==> src/rtl/dma_chan_pkg.sv <==
`timescale 1ns/1ps
package dma_chan_pkg;
    localparam int REG_AW     = 12;
    localparam int OFS_CTRL   = 'h000;
    localparam int OFS_CFG    = 'h004;
    localparam int OFS_WIDE   = 'h008;
    localparam int OFS_MIRROR = 'h100;

    localparam int CB_CLAIM = 0;
    localparam int CB_RUN   = 1;
    localparam int CB_DIE   = 14;
    localparam int CB_EIE   = 15;
    localparam int CB_DONE  = 30;
    localparam int CB_ERR   = 31;

    localparam int CFG_REPEAT = 2;
    localparam int CFG_WSZ_LO = 24;
    localparam int CFG_RSZ_LO = 28;

    typedef enum logic [1:0] {CH_FREE, CH_OWNED, CH_ACTIVE} ch_state_e;

    typedef struct packed {
        logic err;
        logic done;
        logic eie;
        logic die;
        logic run;
        logic claim;
    } ctrl_t;

    function automatic logic [31:0] ctrl_to_word(ctrl_t c);
        logic [31:0] w;
        w = '0;
        w[CB_CLAIM] = c.claim;
        w[CB_RUN]   = c.run;
        w[CB_DIE]   = c.die;
        w[CB_EIE]   = c.eie;
        w[CB_DONE]  = c.done;
        w[CB_ERR]   = c.err;
        return w;
    endfunction

    function automatic ctrl_t word_to_ctrl(logic [31:0] w);
        ctrl_t c;
        c.claim = w[CB_CLAIM];
        c.run   = w[CB_RUN];
        c.die   = w[CB_DIE];
        c.eie   = w[CB_EIE];
        c.done  = w[CB_DONE];
        c.err   = w[CB_ERR];
        return c;
    endfunction
endpackage

==> src/rtl/dma_chan_fsm.sv <==
`timescale 1ns/1ps
module dma_chan_fsm
    import dma_chan_pkg::*;
(
    input  logic  clk,
    input  logic  rst_n,
    input  logic  wr_ctrl,
    input  ctrl_t wr_val,
    input  logic  len_zero,
    input  logic  size_bad,
    input  logic  eng_done,
    input  logic  eng_err,
    output ctrl_t ctrl,
    output logic  launch,
    output logic  start,
    output logic  stage_reset,
    output logic  finish_ok,
    output logic  irq_done,
    output logic  irq_err
);
    ch_state_e st_q, st_d;
    ctrl_t     c_q, c_d;
    logic      start_q, start_d;
    logic      eval;
    logic      irq_done_q, irq_err_q;

    // state register
    always_ff @(posedge clk or negedge rst_n) begin
        if (!rst_n) begin
            st_q    <= CH_FREE;
            c_q     <= '0;
            start_q <= 1'b0;
        end else begin
            st_q    <= st_d;
            c_q     <= c_d;
            start_q <= start_d;
        end
    end

    // next state and control word
    always_comb begin
        st_d        = st_q;
        c_d         = c_q;
        start_d     = 1'b0;
        eval        = 1'b0;
        stage_reset = 1'b0;
        finish_ok   = 1'b0;
        unique case (st_q)
            CH_FREE: begin
                if (wr_ctrl) begin
                    eval    = 1'b1;
                    c_d     = wr_val;
                    c_d.run = 1'b0;
                    if (wr_val.claim) begin
                        stage_reset = 1'b1;
                        st_d        = CH_OWNED;
                    end
                end
            end
            CH_OWNED: begin
                if (wr_ctrl) begin
                    eval    = 1'b1;
                    c_d     = wr_val;
                    c_d.run = 1'b0;
                    if (!wr_val.claim) begin
                        st_d = CH_FREE;
                    end else if (wr_val.run) begin
                        if (len_zero) begin
                            c_d.done = 1'b1;
                        end else if (size_bad) begin
                            c_d.err = 1'b1;
                        end else begin
                            c_d.run  = 1'b1;
                            c_d.done = 1'b0;
                            c_d.err  = 1'b0;
                            start_d  = 1'b1;
                            st_d     = CH_ACTIVE;
                        end
                    end
                end
            end
            CH_ACTIVE: begin
                if (wr_ctrl) begin
                    eval    = 1'b1;
                    c_d.die = wr_val.die;
                    c_d.eie = wr_val.eie;
                end
                if (eng_done || eng_err) begin
                    eval      = 1'b1;
                    c_d.run   = 1'b0;
                    c_d.err   = eng_err;
                    c_d.done  = !eng_err;
                    finish_ok = !eng_err;
                    st_d      = CH_OWNED;
                end
            end
            default: st_d = CH_FREE;
        endcase
    end

    // registered outputs
    always_ff @(posedge clk or negedge rst_n) begin
        if (!rst_n) begin
            irq_done_q <= 1'b0;
            irq_err_q  <= 1'b0;
        end else if (eval) begin
            irq_done_q <= c_d.die & c_d.done;
            irq_err_q  <= c_d.eie & c_d.err;
        end
    end

    assign ctrl     = c_q;
    assign launch   = start_d;
    assign start    = start_q;
    assign irq_done = irq_done_q;
    assign irq_err  = irq_err_q;

    assert_start_owned_R4: assert property (@(posedge clk) disable iff (!rst_n)
        start_q |-> (st_q == CH_ACTIVE && c_q.claim && c_q.run));
    assert_start_single_R4: assert property (@(posedge clk) disable iff (!rst_n)
        start_q |=> !start_q);
    assert_no_start_free_R3: assert property (@(posedge clk) disable iff (!rst_n)
        (st_q == CH_FREE) |=> !start_q);
    assert_claim_held_R5: assert property (@(posedge clk) disable iff (!rst_n)
        (st_q == CH_ACTIVE && wr_ctrl && !wr_val.claim && !eng_done && !eng_err)
        |=> (c_q.claim && c_q.run));
    assert_irq_done_R10: assert property (@(posedge clk) disable iff (!rst_n)
        irq_done_q == (c_q.die && c_q.done));
    assert_irq_err_R10: assert property (@(posedge clk) disable iff (!rst_n)
        irq_err_q == (c_q.eie && c_q.err));
    assert_stray_strobe_R13: assert property (@(posedge clk) disable iff (!rst_n)
        (st_q != CH_ACTIVE && !wr_ctrl) |=> $stable(c_q));
endmodule

==> src/rtl/dma_chan_xfer_regs.sv <==
`timescale 1ns/1ps
module dma_chan_xfer_regs
    import dma_chan_pkg::*;
#(
    parameter int DW     = 32,
    parameter int AW     = REG_AW,
    parameter int WIDE_N = 3,
    parameter int SZ_DEF = 6
) (
    input  logic            clk,
    input  logic            rst_n,
    input  logic            wr,
    input  logic [AW-1:0]   addr,
    input  logic [DW-1:0]   wdata,
    input  logic            stage_reset,
    input  logic            load,
    input  logic            advance,
    output logic [DW-1:0]   rd_val,
    output logic            len_zero,
    output logic            size_bad,
    output logic            rep,
    output logic [2*DW-1:0] xfer_len,
    output logic [2*DW-1:0] xfer_dst,
    output logic [2*DW-1:0] xfer_src
);
    localparam int WW = 2 * DW;
    localparam logic [DW-1:0] CFG_DEF =
        (DW'(SZ_DEF) << CFG_RSZ_LO) | (DW'(SZ_DEF) << CFG_WSZ_LO);

    logic [DW-1:0] cfg_st_q, cfg_mi_q;
    logic [WIDE_N-1:0][WW-1:0] st_w, mi_w;

    always_ff @(posedge clk or negedge rst_n) begin
        if (!rst_n) begin
            cfg_st_q <= CFG_DEF;
            cfg_mi_q <= '0;
        end else begin
            if (stage_reset)
                cfg_st_q <= CFG_DEF;
            else if (wr && addr == AW'(OFS_CFG))
                cfg_st_q <= wdata;
            if (load)
                cfg_mi_q <= cfg_st_q;
        end
    end

    // slot 0 = length, 1 = destination, 2 = source
    for (genvar i = 0; i < WIDE_N; i++) begin : g_wide
        localparam int BASE = OFS_WIDE + 8 * i;
        logic [WW-1:0] s_q, m_q;

        always_ff @(posedge clk or negedge rst_n) begin
            if (!rst_n)
                s_q <= '0;
            else if (stage_reset)
                s_q <= '0;
            else if (wr && addr == AW'(BASE))
                s_q[DW-1:0] <= wdata;
            else if (wr && addr == AW'(BASE + 4))
                s_q[WW-1:DW] <= wdata;
        end

        if (i == 0) begin : g_len
            always_ff @(posedge clk or negedge rst_n) begin
                if (!rst_n)       m_q <= '0;
                else if (load)    m_q <= s_q;
                else if (advance) m_q <= '0;
            end
        end else begin : g_ptr
            always_ff @(posedge clk or negedge rst_n) begin
                if (!rst_n)       m_q <= '0;
                else if (load)    m_q <= s_q;
                else if (advance) m_q <= m_q + mi_w[0];
            end
        end

        assign st_w[i] = s_q;
        assign mi_w[i] = m_q;
    end

    always_comb begin
        rd_val = '0;
        if (addr == AW'(OFS_CFG))              rd_val = cfg_st_q;
        if (addr == AW'(OFS_CFG + OFS_MIRROR)) rd_val = cfg_mi_q;
        for (int i = 0; i < WIDE_N; i++) begin
            if (addr == AW'(OFS_WIDE + 8 * i))                  rd_val = st_w[i][DW-1:0];
            if (addr == AW'(OFS_WIDE + 8 * i + 4))              rd_val = st_w[i][WW-1:DW];
            if (addr == AW'(OFS_WIDE + 8 * i + OFS_MIRROR))     rd_val = mi_w[i][DW-1:0];
            if (addr == AW'(OFS_WIDE + 8 * i + 4 + OFS_MIRROR)) rd_val = mi_w[i][WW-1:DW];
        end
    end

    assign len_zero = (st_w[0] == '0);
    assign size_bad = cfg_st_q[CFG_WSZ_LO +: 4] != cfg_st_q[CFG_RSZ_LO +: 4];
    assign rep      = cfg_mi_q[CFG_REPEAT];
    assign xfer_len = mi_w[0];
    assign xfer_dst = mi_w[1];
    assign xfer_src = mi_w[2];

    assert_claim_defaults_R2: assert property (@(posedge clk) disable iff (!rst_n)
        stage_reset |=> (cfg_st_q == CFG_DEF && st_w == '0));
    assert_mirror_ro_R12: assert property (@(posedge clk) disable iff (!rst_n)
        (!load && !advance) |=> ($stable(mi_w) && $stable(cfg_mi_q)));
    assert_len_cleared_R8: assert property (@(posedge clk) disable iff (!rst_n)
        advance |=> (mi_w[0] == '0));
endmodule

==> src/rtl/dma_chan_regfile.sv <==
`timescale 1ns/1ps
module dma_chan_regfile
    import dma_chan_pkg::*;
#(
    parameter int DW = 32
) (
    input  logic              clk,
    input  logic              rst_n,
    input  logic              bus_wr,
    input  logic              bus_rd,
    input  logic [REG_AW-1:0] bus_addr,
    input  logic [DW-1:0]     bus_wdata,
    output logic [DW-1:0]     bus_rdata,
    output logic              xfer_start,
    output logic [2*DW-1:0]   xfer_len,
    output logic [2*DW-1:0]   xfer_dst,
    output logic [2*DW-1:0]   xfer_src,
    input  logic              eng_done,
    input  logic              eng_err,
    output logic              irq_done,
    output logic              irq_err
);
    logic          wr_ctrl;
    ctrl_t         wr_val, ctrl;
    logic          launch, stage_reset, finish_ok;
    logic          len_zero, size_bad, rep;
    logic [DW-1:0] x_rd, rdata_q;

    assign wr_ctrl = bus_wr && (bus_addr == REG_AW'(OFS_CTRL));
    assign wr_val  = word_to_ctrl(bus_wdata);

    dma_chan_fsm u_fsm (
        .clk         (clk),
        .rst_n       (rst_n),
        .wr_ctrl     (wr_ctrl),
        .wr_val      (wr_val),
        .len_zero    (len_zero),
        .size_bad    (size_bad),
        .eng_done    (eng_done),
        .eng_err     (eng_err),
        .ctrl        (ctrl),
        .launch      (launch),
        .start       (xfer_start),
        .stage_reset (stage_reset),
        .finish_ok   (finish_ok),
        .irq_done    (irq_done),
        .irq_err     (irq_err)
    );

    dma_chan_xfer_regs #(.DW(DW)) u_regs (
        .clk         (clk),
        .rst_n       (rst_n),
        .wr          (bus_wr),
        .addr        (bus_addr),
        .wdata       (bus_wdata),
        .stage_reset (stage_reset),
        .load        (launch),
        .advance     (finish_ok && !rep),
        .rd_val      (x_rd),
        .len_zero    (len_zero),
        .size_bad    (size_bad),
        .rep         (rep),
        .xfer_len    (xfer_len),
        .xfer_dst    (xfer_dst),
        .xfer_src    (xfer_src)
    );

    always_ff @(posedge clk or negedge rst_n) begin
        if (!rst_n)
            rdata_q <= '0;
        else if (bus_rd)
            rdata_q <= (bus_addr == REG_AW'(OFS_CTRL)) ? ctrl_to_word(ctrl) : x_rd;
    end

    assign bus_rdata = rdata_q;
endmodule

==> config.mk <==
export PLATFORM = sky130hd
export DESIGN_NAME = dma_chan_regfile
export DESIGN_NICKNAME = d
export VERILOG_FILES = /design/src/rtl/dma_chan_pkg.sv /design/src/rtl/dma_chan_fsm.sv /design/src/rtl/dma_chan_xfer_regs.sv /design/src/rtl/dma_chan_regfile.sv
export SDC_FILE = /design/constraint.sdc
export NUM_CORES = 1
export LEC_CHECK = 0
export ABC_AREA = 1
export BUFFER_PORTS_ARGS = -buffer_cell sky130_fd_sc_hd__buf_2
export CORE_MARGIN = 2
export CORE_UTILIZATION = 35
export DETAILED_ROUTE_END_ITERATION = 12
export PLACE_DENSITY = 0.59
export SYNTH_ARGS = -nofsm -noshare
export SYNTH_HDL_FRONTEND = slang
export SYNTH_SLANG_ARGS = --single-unit
==> constraint.sdc <==
create_clock -name clk -period 4.4 [get_ports clk]
set_input_delay 0.66 -clock clk [delete_from_list [all_inputs] [get_ports clk]]
set_output_delay 0.66 -clock clk [all_outputs]
set_load 0.02 [all_outputs]
==> impl_metrics.csv <==
group,metric,value,unit
floorplanning,dieHeight,308,um
pwr,p_leak,18.3,nW
place,postPlaceCellArea,35400,um^2
route,post-route-drc-count,0,
synthesis,synth_top_family_by_area,"simple AND/OR/NAND/NOR gates",
clock_tree,cts.reportedPaths.clkPinSlew,0.06,ns
timing,maxSlewHeadroom,0.180,
synthesis,synth_area,32400,um^2
worst_setup_path,critPathLaunchType,"register",
worst_setup_path,cp.arrival,4.57,ns
global_routing,grt_max_degree,90,
finish,design_area,37400,um^2
global_routing,grt_first_pass_wirelength,250000,um
route,vias,36005,
worst_setup_path,crit_type,"reg2reg",
clock_tree,cts_resized,0,
timing,rsz0062_at_grt,"no",
synthesis,yosysSeqAreaShare,0.380,
status,status,"finished, final reports clean",
worst_setup_path,r2r_cells,12,
clock_tree,cts_hold_buf,0,
clock_tree,clock_latency,0.67,ns
route,first_iter_violations,5441,
synthesis,syn_avg_cell_area,6.95,um^2
worst_setup_path,cp_slowest_stage_delay,0.66,ns
worst_setup_path,crit_required,4.88,ns
clock_tree,h-tree-depth,2,
floorplanning,core_area,91700,um^2
synthesis,yosys_warnings,0,
hold_path,hold_class,"in2async",
global_routing,antenna_found_initial,19,
place,numPortBuffers,276,
synthesis,yosys.area_share.simple,0.279,
timing,worst_pin_slew,1.23,ns
timing,slew_viol_final,0,
timing,final.period_utilization,0.930,
clock_tree,cts_tree,"done",
timing,fmax,0.244,GHz
timing,setup_tns,0,ns
route,postRouteAntennaNets,0,
pwr,powerDensity,470,nW/um^2
route,drt_wl_total,182000,um
worst_setup_path,worst-path-buf-inv,2,
clock_tree,cts_max_path_buffers,3,
place,gp_congestion,1.09,
global_routing,grt-ovfl-total,0,
flow_run,cap_violations,0,
place,dp_hpwl,142000,um
route,routed_via_density,5.86,
route,wire_per_inst,29.6,um
finish,fin_nets,5090,
finish,layout-drive-gt1-share,0.106,
synthesis,ys_async_sr_fraction,1.00,
worst_setup_path,path_cells,"ha_1 -> inv_1 -> fa_1 -> nand3b_1 -> nand2_1 -> a21oi_1 -> o21ai_0 -> buf_4 -> a21oi_1 -> o21ai_0 -> o21ai_0 -> o211ai_1",
synthesis,synth_compound_area_frac,0.182,
clock_tree,post-cts-setup-buffers,0,
floorplanning,initial_core_util,0.353,
floorplanning,fp.dieW,308,um
worst_setup_path,crit_top_cell,"o21ai_0",
route,first_pass_iters,7,
floorplanning,rows,111,
synthesis,syn_inst,4661,
floorplanning,die_area,94900,um^2
worst_setup_path,cp_slowest_cell,"o21ai_0",
synthesis,synthDistinctLibCells,52,
synthesis,synth_ff_type,"dfrtp_1",
timing,finalHoldViolations,0,
worst_setup_path,path_max_fanout,4,
global_routing,grt_pass1_vias,33144,
synthesis,syn_nets,4839,
synthesis,ys_ff_latch,491,
worst_setup_path,critPathTopFamily,"compound AO/OA/AOI/OAI gates",
floorplanning,num_io_pins,277,
worst_setup_path,worstSetupEndpointType,"register",
timing,skew,0.0472,ns
finish,area.growth.synth_to_final,15.4,%
pwr,irDropWorstVdd,0.285,mV
timing,setup_violations,0,
clock_tree,cts_root_buf,"clkbuf_16",
synthesis,synth_xor_area_frac,0.0106,
synthesis,synth-edff-count,0,
synthesis,synthAdderAreaFrac,0.0499,
worst_setup_path,path_depth,12,
global_routing,grtUsageTotal,0.373,
clock_tree,cts_sinks,491,
timing,layout_min_cycle_time,4.09,ns
synthesis,synth.area.mux_share,0.00742,
clock_tree,cts_made_buffers,56,
## layout by cell type (no fill, tap or decap), drive strengths merged, types with 2 or more instances in the layout
master	instances
inv	593
xnor2	19
fa	2
nand3	295
a31oi	23
o221ai	15
o211ai	45
nor3	32
nand2	1272
or2	17
o22ai	34
a21oi	315
a21o	19
dfrtp	487
ha	126
o21a	9
nor2	393
dfstp	4
a221oi	8
diode	5
buf	362
o21ai	525
a22oi	11
nor4	10
and2	4
clkinv	13
nand3b	22
nand4	108
a211oi	4
xor2	20
clkbuf	84
o21bai	31
bufinv	7
mux2i	24
a21boi	7
a22o	9
o2111ai	6
## flip-flops by register name (all words and copies together), names as in the netlist
register	flops
bus_rdata	32
u_fsm.ctrl	6
u_fsm.irq_done	1
u_fsm.irq_err	1
u_fsm.st_q	2
u_fsm.start	1
u_regs.cfg_mi_q	32
u_regs.cfg_st_q	32
u_regs.g_wide.s_q	192
u_regs.xfer_dst	64
u_regs.xfer_len	64
u_regs.xfer_src	64
## area by class of cell
class                      count  area (um^2)
antenna                        5         12.5
clock buffer                  84         1700
clock inverter                20          304
fill                        9941        54300
inverter                     594         2230
multi-input combinational   3407        17200
sequential                   491        12300
tap                         1186         1480
timing repair buffer         362         2140
## cells in the mapped netlist (3+ instances only)
library cell  number  area share
o221ai_1          15      0.0041
a21o_1            19      0.0044
inv_1            579       0.067
a22oi_1           11      0.0026
clkbuf_1         106       0.012
a31oi_1           21      0.0041
nand2_1         1255        0.15
nor2_1           387       0.045
or2_2             16      0.0031
a22o_1             9      0.0024
and2_1             4     0.00077
nor2_4             3      0.0010
o21ai_0          422       0.065
o211ai_1          45       0.010
dfrtp_1          487        0.38
buf_1              7     0.00081
ha_1             126       0.049
a21oi_1          311       0.048
clkinv_1           3     0.00035
nor3_1            31      0.0048
mux2i_1           24      0.0074
o2111ai_1          6      0.0016
xnor2_1           19      0.0051
nand3_1          294       0.045
xor2_1            20      0.0054
inv_2             11      0.0013
o21bai_1          31      0.0072
nand4_1          108       0.021
buf_2             53      0.0082
nor4_1            10      0.0019
o21ai_1          103       0.016
a21boi_0           7      0.0016
a211oi_1           4     0.00093
dfstp_2            4      0.0032
o21a_1             9      0.0021
a21oi_2            4      0.0011
nand2_2           17      0.0033
o22ai_1           34      0.0066
a221oi_1           8      0.0022
nand3b_1          22      0.0051
## metrics by stage
stage	worst slack, ns	hold WS [ns]	util	cells	power [mW]
2_1_floorplan	1.68	0.364	-	4661	9.01
3_5_place_dp	0.580	0.465	0.386	6040	12.1
6_report	0.309	0.0534	0.408	6149	17.6
4_1_cts	0.595	0.0688	0.408	6144	17.3
5_1_grt	0.321	0.0981	0.408	6144	18.1
3_3_place_gp	0.599	0.461	0.386	6040	12.1
## routing by layer
metal | vias to the layer above | GRT usage | share of wire
met3 | 433 | 0.126 | 0.13
met1 | 17414 | 0.501 | 0.40
met2 | 2212 | 0.526 | 0.41
li1 | 15928 | - | -
met5 | - | 0 | 0.00065
met4 | 18 | 0.200 | 0.062
## path summary, 6_finish.rpt
check	startpoint	to	slack, ns
worst max-delay path	u_regs.xfer_src[0]	u_regs.xfer_src[32]	0.31
worst min-delay path	rst_n	u_regs.xfer_src[61]	0.05
worst max register to register	u_regs.xfer_src[0]	u_regs.xfer_src[32]	0.31
worst min register to register	bus_rdata[31]	bus_rdata[31]	0.48
max in group asynchronous	rst_n	u_regs.g_wide[0].s_q[9]	3.28
min in group clk	bus_wdata[29]	u_regs.cfg_st_q[29]	0.29
## logic make-up after synthesis
group                      Yosys count
and+or+nand+nor                   2153
AOI/OAI and AO/OA                 1063
adders and majority gates          128
DFF                                491
xor gates and xnor gates            39
muxes                               24
buffers and inverters              763
## power by group
group	total, mW	internal (mW)	switching, mW
registers	6.41	4.97	1.44
clock network	5.19	3.07	2.12
logic	5.97	1.76	4.21
Power figures use the tool's default switching activity.
